$ cat src/rtl/crlu_pkg.sv
// Package for the condition register lookup unit.
// Holds the field geometry and the operation encoding shared by all modules.
// Assumes a field width of four, which matches a three-input 8-entry immediate
// table and a two-input 4-entry field table.
package crlu_pkg;
    localparam int FIELD_W = 4;
    localparam int IMM_W   = 8;

    typedef enum logic [2:0] {
        CRLU_NOP   = 3'd0,
        CRLU_FTERN = 3'd1,
        CRLU_FBIN  = 3'd2,
        CRLU_BTERN = 3'd3,
        CRLU_BBIN  = 3'd4
    } crlu_op_e;
endpackage

$ cat src/rtl/crlu_field_calc.sv
// Field-wide lookup: computes a new destination field from the destination,
// a source field and a third field that serves as operand (immediate form) or
// as table (field-table form). Masked-off positions return the old bit.
// Assumes packed bit p of a field is field bit FIELD_W-1-p (MSB-first), so
// mask bit p pairs with packed position p.
module crlu_field_calc
    import crlu_pkg::*;
(
    input  logic [FIELD_W-1:0] d_i,
    input  logic [FIELD_W-1:0] a_i,
    input  logic [FIELD_W-1:0] t_i,
    input  logic [IMM_W-1:0]   imm_i,
    input  logic [FIELD_W-1:0] mask_i,
    input  logic               use_tbl_i,
    output logic [FIELD_W-1:0] res_o
);
    for (genvar p = 0; p < FIELD_W; p++) begin : g_pos
        logic [2:0] idx3;
        logic [1:0] idx2;
        logic       pick;
        // Index formation: destination bit is the most significant index bit.
        assign idx3 = {d_i[p], a_i[p], t_i[p]};
        assign idx2 = {d_i[p], a_i[p]};
        // Table bit k is stored at packed position (size-1-k), i.e. the inverted index.
        assign pick = use_tbl_i ? t_i[~idx2] : imm_i[~idx3];
        // Write only when the mask allows it.
        assign res_o[p] = mask_i[p] ? pick : d_i[p];
    end
endmodule

$ cat src/rtl/crlu_bit_calc.sv
// Single-bit lookup: picks one entry of the immediate (three-input) or of a
// table field (two-input), indexed by the selected register bits.
// Assumes the table field is MSB-first like every other field.
module crlu_bit_calc
    import crlu_pkg::*;
(
    input  logic               bt_i,
    input  logic               ba_i,
    input  logic               bb_i,
    input  logic [FIELD_W-1:0] tbl_i,
    input  logic [IMM_W-1:0]   imm_i,
    input  logic               use_tbl_i,
    output logic               res_o
);
    logic [2:0] idx3;
    logic [1:0] idx2;

    // Index formation with the destination bit as most significant.
    assign idx3 = {bt_i, ba_i, bb_i};
    assign idx2 = {bt_i, ba_i};
    // Entry selection from the chosen table.
    assign res_o = use_tbl_i ? tbl_i[~idx2] : imm_i[~idx3];
endmodule

$ cat src/rtl/cr_lookup_unit.sv
// Condition register lookup logic unit (top).
// Decodes the operation, gathers operands from the presented register value,
// runs the field or bit lookup and registers the merged result, the write
// enable and the trap flag. All reads use cr_i as sampled; nothing is forwarded.
// Assumes NUM_FIELDS is a power of two so MSB-first numbering reduces to
// bitwise inversion of the selector.
module cr_lookup_unit
    import crlu_pkg::*;
#(
    parameter int NUM_FIELDS = 8,
    localparam int CR_W   = NUM_FIELDS * FIELD_W,
    localparam int FSEL_W = $clog2(NUM_FIELDS),
    localparam int BSEL_W = $clog2(CR_W)
) (
    input  logic              clk,
    input  logic              rst_n,
    input  logic [2:0]        op_i,
    input  logic [CR_W-1:0]   cr_i,
    input  logic [BSEL_W-1:0] dst_sel_i,
    input  logic [BSEL_W-1:0] src_a_sel_i,
    input  logic [BSEL_W-1:0] src_b_sel_i,
    input  logic [IMM_W-1:0]  imm_i,
    input  logic [FIELD_W-1:0] mask_i,
    output logic [CR_W-1:0]   cr_o,
    output logic              cr_we_o,
    output logic              trap_o
);
    crlu_op_e op;
    logic [NUM_FIELDS-1:0][FIELD_W-1:0] crf;
    logic [NUM_FIELDS-1:0][FIELD_W-1:0] nxt_field;
    logic [CR_W-1:0]    nxt_bit;
    logic [CR_W-1:0]    cr_next;
    logic               we_next;
    logic               trap_next;
    logic [FSEL_W-1:0]  dst_f, a_f, b_f;
    logic [FIELD_W-1:0] fres;
    logic               bres;

    assign op    = crlu_op_e'(op_i);
    assign crf   = cr_i;
    assign dst_f = dst_sel_i[FSEL_W-1:0];
    assign a_f   = src_a_sel_i[FSEL_W-1:0];
    assign b_f   = src_b_sel_i[FSEL_W-1:0];

    crlu_field_calc u_field (
        .d_i       (crf[~dst_f]),
        .a_i       (crf[~a_f]),
        .t_i       (crf[~b_f]),
        .imm_i     (imm_i),
        .mask_i    (mask_i),
        .use_tbl_i (op == CRLU_FBIN),
        .res_o     (fres)
    );

    crlu_bit_calc u_bit (
        .bt_i      (cr_i[~dst_sel_i]),
        .ba_i      (cr_i[~src_a_sel_i]),
        .bb_i      (cr_i[~src_b_sel_i]),
        .tbl_i     (crf[~b_f]),
        .imm_i     (imm_i),
        .use_tbl_i (op == CRLU_BBIN),
        .res_o     (bres)
    );

    // Merge lookup results into the register image and decide write/trap.
    always_comb begin
        nxt_field        = crf;
        nxt_field[~dst_f] = fres;
        nxt_bit          = cr_i;
        nxt_bit[~dst_sel_i] = bres;
        cr_next   = cr_i;
        we_next   = 1'b0;
        trap_next = 1'b0;
        case (op)
            CRLU_FTERN: begin
                cr_next = nxt_field;
                we_next = 1'b1;
            end
            CRLU_FBIN: begin
                if (mask_i == '0) begin
                    trap_next = 1'b1;
                end else begin
                    cr_next = nxt_field;
                    we_next = 1'b1;
                end
            end
            CRLU_BTERN, CRLU_BBIN: begin
                cr_next = nxt_bit;
                we_next = 1'b1;
            end
            default: ;
        endcase
    end

    // Output register with synchronous active-low reset.
    always_ff @(posedge clk) begin
        if (!rst_n) begin
            cr_o    <= '0;
            cr_we_o <= 1'b0;
            trap_o  <= 1'b0;
        end else begin
            cr_o    <= cr_next;
            cr_we_o <= we_next;
            trap_o  <= trap_next;
        end
    end

    // ---------------- assertions ----------------
    // Footprint of bits an operation may touch, built from shifts rather than lookup.
    logic [CR_W-1:0] sva_foot;
    always_comb begin
        if (op == CRLU_FTERN || op == CRLU_FBIN)
            sva_foot = {mask_i, {(CR_W-FIELD_W){1'b0}}} >> (FIELD_W * int'(dst_f));
        else
            sva_foot = {1'b1, {(CR_W-1){1'b0}}} >> dst_sel_i;
    end

    assert_reset_clears_R1: assert property (@(posedge clk)
        $past(rst_n) == 1'b0 |-> (cr_o == '0 && !cr_we_o && !trap_o));

    assert_write_in_footprint_R6: assert property (@(posedge clk) disable iff (!rst_n)
        $past(rst_n) && cr_we_o |-> ((cr_o ^ $past(cr_i)) & ~$past(sva_foot)) == '0);

    assert_trap_cause_R7: assert property (@(posedge clk) disable iff (!rst_n)
        $past(rst_n) && trap_o |-> ($past(op) == CRLU_FBIN && $past(mask_i) == '0));

    assert_trap_holds_cr_R7: assert property (@(posedge clk) disable iff (!rst_n)
        $past(rst_n) && trap_o |-> (!cr_we_o && cr_o == $past(cr_i)));

    assert_single_bit_R9: assert property (@(posedge clk) disable iff (!rst_n)
        $past(rst_n) && ($past(op) == CRLU_BTERN || $past(op) == CRLU_BBIN)
        |-> ($countones(cr_o ^ $past(cr_i)) <= 1 && cr_we_o));

    assert_nop_idle_R12: assert property (@(posedge clk) disable iff (!rst_n)
        $past(rst_n) && ($past(op_i) == 3'd0 || $past(op_i) > 3'd4)
        |-> (!cr_we_o && !trap_o && cr_o == $past(cr_i)));
endmodule

$ cat config.mk
export PLATFORM = sky130hd
export DESIGN_NAME = cr_lookup_unit
export DESIGN_NICKNAME = d
export VERILOG_FILES = /design/src/rtl/crlu_pkg.sv /design/src/rtl/crlu_field_calc.sv /design/src/rtl/crlu_bit_calc.sv /design/src/rtl/cr_lookup_unit.sv
export SDC_FILE = /design/constraint.sdc
export NUM_CORES = 1
export LEC_CHECK = 0
export BUFFER_PORTS_ARGS = -buffer_cell sky130_fd_sc_hd__clkbuf_2
export CORE_MARGIN = 2
export CORE_UTILIZATION = 28
export CTS_CLUSTER_DIAMETER = 150
export DETAILED_ROUTE_END_ITERATION = 8
export PLACE_DENSITY = 0.53
export SLEW_MARGIN = 25
export SYNTH_ARGS = -nofsm -noshare
export SYNTH_HDL_FRONTEND = slang
export SYNTH_SLANG_ARGS = --single-unit
export TNS_END_PERCENT = 5
$ cat constraint.sdc
create_clock -name clk -period 3.1 [get_ports clk]
set_clock_uncertainty 0.1 [all_clocks]
set_input_delay 0.465 -clock clk [delete_from_list [all_inputs] [get_ports clk]]
set_output_delay 0.465 -clock clk [all_outputs]
set_load 0.01 [all_outputs]
==> results of run 1 <==
-- state kept, by name, indices dropped and copies added, names as in the netlist --
signal   flops
cr_o        32
trap_o       1
cr_we_o      1
-- layout make-up --
class	count	share of cell area
Tap cell	229	0.03965
Inverter	13	0.006753
Clock inverter	1	0.004156
Sequential cell	34	0.09420
Timing Repair Buffer	270	0.2694
Multi-Input combinational cell	522	0.5674
Clock buffer	7	0.01835
-- stage by stage --
stage	power, uW	instance area, um^2	instances
6_report	2342	7226	1076
3_3_place_gp	1677	6870	1061
5_1_grt	2463	7226	1076
3_5_place_dp	1674	6870	1061
4_1_cts	2267	7104	1070
2_1_floorplan	1167	5160	637
-- worst max-delay path: cells and delay by family --
family / cells / cell delay [ps]
AO/OA/AOI/OAI: 4 / 800
AND/OR/NAND/NOR: 2 / 270
multiplexers: 3 / 1260
buffers and inverters: 2 / 340
-- where the power goes --
group	internal (uW)	leakage, uW	switching [uW]
registers	475	0.000283	11.1
logic	609	0.00268	684
clock network	380	0.0000781	182
-- cell usage after synthesis (all sizes together), types with 3 or more instances --
cell	instances	area [um^2]
o22ai	3	18.77
clkbuf	39	178.9
a21o	4	30.03
a221oi	3	26.28
nand3	13	65.06
o221ai	10	87.58
dfxtp	34	680.7
a211o	11	96.34
o311ai	9	78.83
nand4	11	68.82
nor2	58	222.7
mux2	15	168.9
nand2	40	150.1
nand2b	10	65.06
inv	13	48.80
or2	7	43.80
a211oi	9	67.56
a31oi	13	96.34
o21ai	51	255.2
mux4	34	799.5
nor3	16	80.08
o2bb2ai	9	78.83
o211ai	17	127.6
or3	5	31.28
nor3b	3	22.52
nor2b	15	93.84
buf	29	216.5
a22oi	16	125.1
o31ai	7	52.55
a21oi	54	270.3
mux2i	40	466.7
and2	4	25.03
-- per-layer routing --
layer | vias up | track usage
met5 | - | 0
met4 | 0 | 0.03775
met3 | 47 | 0.04198
met2 | 342 | 0.3836
met1 | 3083 | 0.3142
li1 | 2922 | -
-- repair_timing --
action	CTS	global route
pin swaps	3	25
endpoints found under the setup margin	29	28
buffers inserted	1	6
hold buffers	0	0
resized for setup	12	32
hold endpoints to repair	0	0
-- cell families after synthesis --
family                   count (synthesis)
AND/OR/NAND/NOR                        189
XOR/XNOR                                 2
AO/OA/AOI/OAI                          241
adder cells (fa/ha/maj)                  1
flip-flops                              34
buffers and inverters                   81
multiplexers                            89
-- path summary, 6_finish.rpt --
kind,end,from,slack [ps],cells after the start
worst min-delay path,cr_o[2],rst_n,560,4
worst max-delay path,cr_o[4],cr_i[23],20,11
==> metrics.md, run 1 <==
| Metric | Value |
|---|---|
| Leak pwr | a little over 0.003 uW |
| Initial antenna violation count | 0 |
| Status | finished clean |
| Post-synthesis adder-cell area fraction | 0.001947 |
| Crit-path max FO | 7 |
| Post-synth EDFFs | 0 |
| Crit path capture type | flip-flop |
| Utilization after layout | 0.4022 |
| Net Count, Synth | 701 |
| Die ar. | 19460 um^2 |
| Starting density of the core | 0.2862 |
| RSZ-0062 raised after global routing | yes |
| Max_slew headroom | 0.5605 |
| Drt wl/cell | 21.60 um |
| Synth Area in Simple Gates | 0.1781 |
| Sequential share of the synthesized area | 0.1324 |
| Startpoint Class | input port |
| Largest net degree at the start of global routing | 24 |
| Met2 WL post-DR | 10.81 mm |
| Area growth from synthesis to layout | 40.55% |
| Grt ovf | 0 |
| Most common cell after layout, fill and taps aside | buf_4 |
| Post-synthesis instance total | 637 |
| Share of layout cells above drive strength 1 | 0.4109 |
| WHS | 561.7 ps |
| Final min period | 3078 ps |
| Async set or reset register ratio after synthesis | 0 |
| WS Path Type | in -> reg |
| CTS tree | yes |
| NumNets Final | between 900 and 1000 |
| Setup ws final | around 22 ps |
| Synth Area per Inst | 8.071 um^2 |
| First-pass GRT wire length | 35.34 mm |
| Required @ worst endpoint | between 3000 and 4000 ps |
| Synth Cell Area | 5141 um^2 |
| Drc violations | 0 |
| Final hold viol count | 0 |
| Drt first pass iters | 5 |
| Post-synthesis mux area share | 0.2791 |
| Total Routing Usage GR | 0.2295 |
| CP most frequent cell | mux4_2 |
| Setup WS pre-CTS | -438.7 ps |
| Data arrival, critical path | 3140 ps |
| Final ANT Viol Nets | 0 |
| Main synth FF type | dfxtp_1 |
| Post-DR vias/cell | 5.942 |
| Detailed Route WL | 23.25 mm |
| Max H-tree Level | 2 |
| Main combinational cell family by area after synthesis | compound AO/OA/AOI/OAI gates |
| # rows | 49 |
| Most frequent cells in the layout | buf_4 (162), clkbuf_2 (91), nor2_1 (56), a21oi_1 (49), o21ai_0 (45) |
| Core Footprint | approximately 18000 um^2 |
| #FFs+latches synth | 34 |
| YS warnings | 0 |
| Crit path cell chain | clkbuf_2, mux4_2, mux4_2, mux2i_4, nand2_1, a22o_1, a21oi_2, a31oi_4, buf_6, and3_4, a211o_1 |
| Max Fclk | around 320 MHz |
| Final setup violation count | 0 |
| Storage cell area | 680.7 um^2 |
| Port-buffer cells | a little under 100 |
| Die Y | 139.5 um |
| Critical Path Slowest Stage Cell | mux4_2 |
| Num CTS Buffers | 5 |
| Area of the multi-input gates | 4100 um^2 |
| Worst slew pin tran | 654.5 ps |
| Maxcap violations | 0 |
| M1 WL | 10.13 mm |
| Max-slew violations | 0 |
| Compound-Gate Fraction of Synth Area | 0.3186 |
| Die W | 139.5 um |
| Reg clk slew, reported paths | 50 ps |
| Max Used Layer | met4 |
| Crit path largest cell delay | 500 ps |
| Final Wtd Congestion | 1.013 |
| HP Class | in -> reg |
| Unique masters post-synth | 76 |
| Sink Count | 34 |
| Routed wl met3 | 1.822 mm |
| Root buffer cell | clkbuf_16 |
| N_diodes | 0 |
| Peak VDD IR | 0.0001912 V |
| Detail Placement HPWL | 18.31 mm |
| Vias in the first global route | approximately 6000 |
| TNS Setup | 0 ps |
| Final clock period utilization by the worst path | 0.9930 |
| Via count | 6394 |
| Synth Area in XOR/XNOR | 0.003407 |
| Pwr/cell area | ~320 nW/um^2 |
| Layout fillers | 1821 |
| Worst-case clock buffer depth | 2 |
| Num ports | 98 |
| Starting DRT DRC Count | 744 |
(Power assumes the default switching activity.)
==> run 2: changes to the inputs <==
==> constraint.sdc (replaced) <==
create_clock -name clk -period 3.1 [get_ports clk]
set_clock_uncertainty 0.1 [all_clocks]
set_input_delay 0.62 -clock clk [delete_from_list [all_inputs] [get_ports clk]]
set_output_delay 0.62 -clock clk [all_outputs]
set_load 0.01 [all_outputs]
==> run 2 against run 1 <==
The run now ends with setup timing left; critical path type unchanged; via count up 1.1%; non-clock buffer count increased by 10; first-iteration DRC count rose by 9.9%; utilization up 0.84 points; largest power group unchanged; highest routed layer unchanged; count of clock-buffer cells in the layout fell by 1; global-route usage increased by 0.52 points; worst hold slack improved by 46 ps.
==> metrics.md, run 2 (same netlist as run 1, synthesis figures left out) <==
| Metric | Value |
|---|---|
| Total Routing Usage GR | 0.2346 |
| Share of layout cells above drive strength 1 | 0.4317 |
| Hold_sp | rst_n |
| Num ports | approximately 100 |
| Most common cell after layout, fill and taps aside | buf_4 |
| N_diodes | 0 |
| Final clock period utilization by the worst path | 1.046 |
| Drt first pass iters | 6 |
| Status | finished, violations left |
| Post-route cell area | 7377 um^2 |
| Final hold viol count | 0 |
| Worst slew pin tran | 868.4 ps |
| Top flop regs | cr_o x32, cr_we_o x1, trap_o x1 |
| Max reg flops | 32 |
| Vias in the first global route | slightly above 6000 |
| Drt wl/cell | 21.65 um |
| Hold buffers post-CTS | 0 |
| Sink Count | 34 |
| CTS tree | yes |
| Grt ovf | 0 |
| Core Footprint | 17960 um^2 |
| Pwr/cell area | ~330 nW/um^2 |
| Die ar. | 19460 um^2 |
| Worst-case clock buffer depth | 2 |
| Die W | 139.5 um |
| Startpoint Class | input port |
| Crit path capture type | flip-flop |
| Max H-tree Level | 2 |
| First-pass GRT wire length | about 36 mm |
| Starting density of the core | 0.2862 |
| DP Area | 6998 um^2 |
| Hold endpoint | cr_o[2] |
| Setup ws final | -142.3 ps |
| NumNets Final | 920 |
| Required @ worst endpoint | 3180 ps |
| Data arrival, critical path | 3330 ps |
| Post-DR vias/cell | between 5 and 6 |
| Failing checks | setup timing |
| Max_slew headroom | 0.4169 |
| Drc violations | 0 |
| Via count | 6464 |
| Most frequent cells in the layout | buf_4 (169), clkbuf_2 (93), nor2_1 (55), a21oi_1 (48), o21ai_0 (42) |
| Leak pwr | 0.003089 uW |
| Max Fclk | 308.4 MHz |
| Final min period | approximately 3200 ps |
| Reg clk slew, reported paths | 60 ps |
| Max-slew violations | 0 |
| Area growth from synthesis to layout | 43.49% |
| Port-buffer cells | 97 |
| Starting DRT DRC Count | 818 |
| Hold Path Depth | 3 |
| Root buffer cell | clkbuf_16 |
| WS Path Type | in -> reg |
| Total power | around 2400 uW |
| Layout fillers | 1852 |
| Detail Placement HPWL | roughly 19 mm |
| Initial antenna violation count | 0 |
| Largest net degree at the start of global routing | 24 |
| Num CTS Buffers | 5 |
| Peak VDD IR | 0.0002294 V |
| Final Wtd Congestion | 0.9647 |
| Die Y | 139.5 um |
| # rows | 49 |
| Maxcap violations | 0 |
| TNS Setup | -2091 ps |
| Largest Register | cr_o |
| RSZ-0062 raised after global routing | yes |
| Final ANT Viol Nets | 0 |
| Final setup violation count | 30 |
| CP Launch Point | cr_i[13] |
| HP Class | in -> reg |
| Crit-path max FO | 12 |
| Detailed Route WL | 23.52 mm |
-- run 2: cell count changes in the layout (fill, tap and decap cells not counted), sizes merged --
cell	delta
buf	+8
clkinvlp	+1
clkbuf	+1
-- run 2: worst max path at each step --
stage,slack [ps],end,cells after the start
after detailed placement,-580,cr_o[21],14
after global placement,-630,cr_o[5],13
after CTS,-230,cr_o[0],13
final,-140,cr_o[17],12
after global routing,-240,cr_o[0],12
after floorplan,-40,cr_o[16],10
-- run 2: layout make-up --
type	count	area, um^2	share of cell area
clock inverters	2	37.54	0.005088
well taps	229	286.5	0.03884
flip-flops and latches	34	680.7	0.09227
multi-input cells	522	4163	0.5643
clock buffers	6	128.9	0.01747
inverters	13	48.80	0.006615
repair buffers	280	2032	0.2754
-- run 2: repair_timing --
| item | 4_1_cts | 5_1_grt |
|---|---|---|
| pin swaps | 11 | 15 |
| resized for setup | 6 | 37 |
| setup buffers | 5 | 1 |
| gates cloned | 1 | 0 |
| setup endpoints to repair | 32 | 32 |
-- run 2: where the power goes --
part / switching (uW) / internal (uW) / total (uW)
Combinational: 707 / 636 / 1340
Clock: 192 / 379 / 571
Sequential: 13.7 / 475 / 489
Total: 913 / 1490 / 2400
-- run 2: per-layer routing --
layer,track usage,wire (um),vias to the layer above
met5,0,0,-
met4,0.06433,631,0
met3,0.04095,2009,57
met2,0.3842,10890,380
met1,0.3190,9988,3089
li1,-,-,2938
-- run 2: metrics by stage --
step	hold slack (ps)	util	setup slack, ps	instances
finish	607.5	0.4107	-142.3	1086
global route	628.9	0.4107	-237.0	1086
CTS	590.2	0.4045	-228.1	1086
detailed placement	887.7	0.3896	-578.3	1072
global placement	894.2	0.3896	-634.9	1072
floorplan	685.6	-	-43.30	637
-- run 2: worst max-delay path, stage by stage --
cell and delay [ps]:
buf_2 160, mux4_2 480, mux4_2 500, mux2i_4 270
buf_4 160, a211oi_1 40, a211o_1 290, a31oi_4 200
buf_12 150, buf_12 130, nand3_1 60, a31oi_1 240
==> run 3: changes to the inputs <==
--- a/config.mk
+++ b/config.mk
@@ -10,7 +10,7 @@
 export CORE_UTILIZATION = 28
 export CTS_CLUSTER_DIAMETER = 150
 export DETAILED_ROUTE_END_ITERATION = 8
-export PLACE_DENSITY = 0.53
+export PLACE_DENSITY = 0.54
 export SLEW_MARGIN = 25
 export SYNTH_ARGS = -nofsm -noshare
 export SYNTH_HDL_FRONTEND = slang
==> run 3 against run 2 <==
The run still ends with setup timing left; sequential power about the same; critical path depth unchanged; via count rose by 0.14%; sequential share of layout area about the same; clock power down 18%; sequential cell count is the same; non-clock buffer count fell by 1; first-iteration DRC count up 0.12%.
==> metrics.md, run 3 (same netlist as run 1, synthesis figures left out) <==
| Metric | Value |
|---|---|
| Top flop regs | cr_o x32, cr_we_o x1, trap_o x1 |
| Most frequent cells in the layout | buf_4 (165), clkbuf_2 (95), nor2_1 (54), a21oi_1 (48), o21ai_0 (42) |
| Core Footprint | 17960 um^2 |
| Startpoint Class | input port |
| # rows | 49 |
| Crit path largest cell delay | 520 ps |
| Starting density of the core | 0.2862 |
| Layout fillers | ~1800 |
| First-pass GRT wire length | 35.52 mm |
| Final setup violation count | 31 |
| Num ports | 98 |
| Num CTS Buffers | 5 |
| Met2 WL post-DR | 10.59 mm |
| Root buffer cell | clkbuf_16 |
| Final min period | 3298 ps |
| Cells after DPL | 1070 |
| WHS | 645.0 ps |
| Max H-tree Level | 2 |
| Starting DRT DRC Count | 819 |
| Drt wl/cell | 21.59 um |
| Via count | 6473 |
| Critical path's top delay family | multiplexers |
| Data arrival, critical path | 3410 ps |
| Pwr/cell area | 312.8 nW/um^2 |
| Setup ws final | -197.6 ps |
| Status | finished, violations left |
| Drc violations | 0 |
| Total Routing Usage GR | 0.2304 |
| Crit path cell chain | buf_8, buf_12, mux4_2, mux4_2, mux2i_4, a211oi_1, a221o_1, a31oi_4, buf_6, clkbuf_16, nand3_1, a31oi_1 |
| Hold Path Depth | 3 |
| Die Y | 139.5 um |
| Area growth from synthesis to layout | 43.22% |
| Required @ worst endpoint | 3210 ps |
| Peak VDD IR | 0.0002199 V |
| Max reg flops | 32 |
| Final Wtd Congestion | 0.9565 |
| Drt first pass iters | 6 |
| Die W | 139.5 um |
| CTS tree | yes |
| Max Fclk | 303.2 MHz |
| CP most frequent cell | mux4_2 |
| Critical Path Slowest Stage Cell | mux4_2 |
| Most common cell after layout, fill and taps aside | buf_4 |
| Failing checks | setup timing |
| Max-slew violations | 0 |
| RSZ-0062 raised after global routing | yes |
| Die ar. | 19460 um^2 |
| Largest Register | cr_o |
| Crit path capture type | flip-flop |
| Detail Placement HPWL | 18.48 mm |
| WS Path Type | in -> reg |
| Port-buffer cells | 97 |
| Max Used Layer | met4 |
| HP Class | in -> reg |
| Initial antenna violation count | 0 |
| Hold buffers post-CTS | 0 |
| TNS Setup | -4033 ps |
| M1 WL | approximately 10 mm |
| Largest net degree at the start of global routing | 24 |
| Worst slew pin tran | 724.0 ps |
| Reg clk slew, reported paths | roughly 60 ps |
| Maxcap violations | 0 |
| Vias in the first global route | 6213 |
| Detailed Route WL | 23.40 mm |
| Worst path depth | 12 |
| Worst-case clock buffer depth | 2 |
| Leak pwr | 0.003100 uW |
| Final ANT Viol Nets | 0 |
| Final clock period utilization by the worst path | 1.064 |
| Non-Filler Instances | about 1100 |
| Max_slew headroom | 0.5138 |
| Final hold viol count | 0 |
| Share of layout cells above drive strength 1 | 0.4339 |
| N_diodes | 0 |
| Crit-path max FO | 8 |
| Grt ovf | 0 |
| Sink Count | 34 |
| NumNets Final | 919 |
| Post-DR vias/cell | 5.971 |
| Routed wl met3 | ~1.9 mm |
| Buffers and inverters on the worst path | 4 |
run 3: cell types whose count changed in the layout (fill, tap and decap cells not counted), sizes merged:
| cell | change |
|---|---|
| bufinv | -1 |
| buf | -5 |
| clkinv | +2 |
| clkinvlp | -1 |
| clkbuf | +3 |
run 3: final timing paths:
kind                           start       end  slack, ps
worst max-delay path  src_a_sel_i[0]  cr_o[17]       -200
worst min-delay path           rst_n   cr_o[2]        650
run 3: power breakdown:
part           internal (uW)  switching (uW)  total [uW]
combinational            644             701        1350
clock                    289             181         471
sequential               476            11.5         487
run 3: area by class of cell:
type | count | area (um^2) | share of cell area
clock buffers | 5 | 125.1 | 0.01699
clock inverters | 2 | 10.01 | 0.001359
inverters | 13 | 48.80 | 0.006627
multi-input cells | 522 | 4156 | 0.5645
flip-flops and latches | 34 | 680.7 | 0.09244
well taps | 229 | 286.5 | 0.03891
repair buffers | 279 | 2056 | 0.2792
run 3: metal layers:
layer  global-route usage  vias to the layer above
met5                    0                        -
met2               0.3720                      368
met1               0.3109                     3102
li1                     -                     2931
met4              0.06964                        0
met3              0.04680                       72
run 3: metrics by stage:
| stage | instance area [um^2] | total power, uW | setup slack, ps | util |
|---|---|---|---|---|
| floorplan | 5216 | 1184 | -43.30 | - |
| global placement | 6995 | 1712 | -508.6 | 0.3894 |
| detailed placement | 6995 | 1719 | -612.5 | 0.3894 |
| CTS | 7191 | 2214 | -194.3 | 0.4003 |
| global route | 7363 | 2413 | -322.2 | 0.4099 |
| finish | 7363 | 2303 | -197.6 | 0.4099 |
run 3: worst min-delay path: stages:
cell	delay (ps)
clkbuf_2	180
o21ai_0	140
a21oi_2	40
run 3: repair_timing:
action	CTS	global route
setup buffers	2	2
gates resized for setup	11	25
cloned	0	3
endpoints found under the setup margin	31	32
pin swaps	10	15
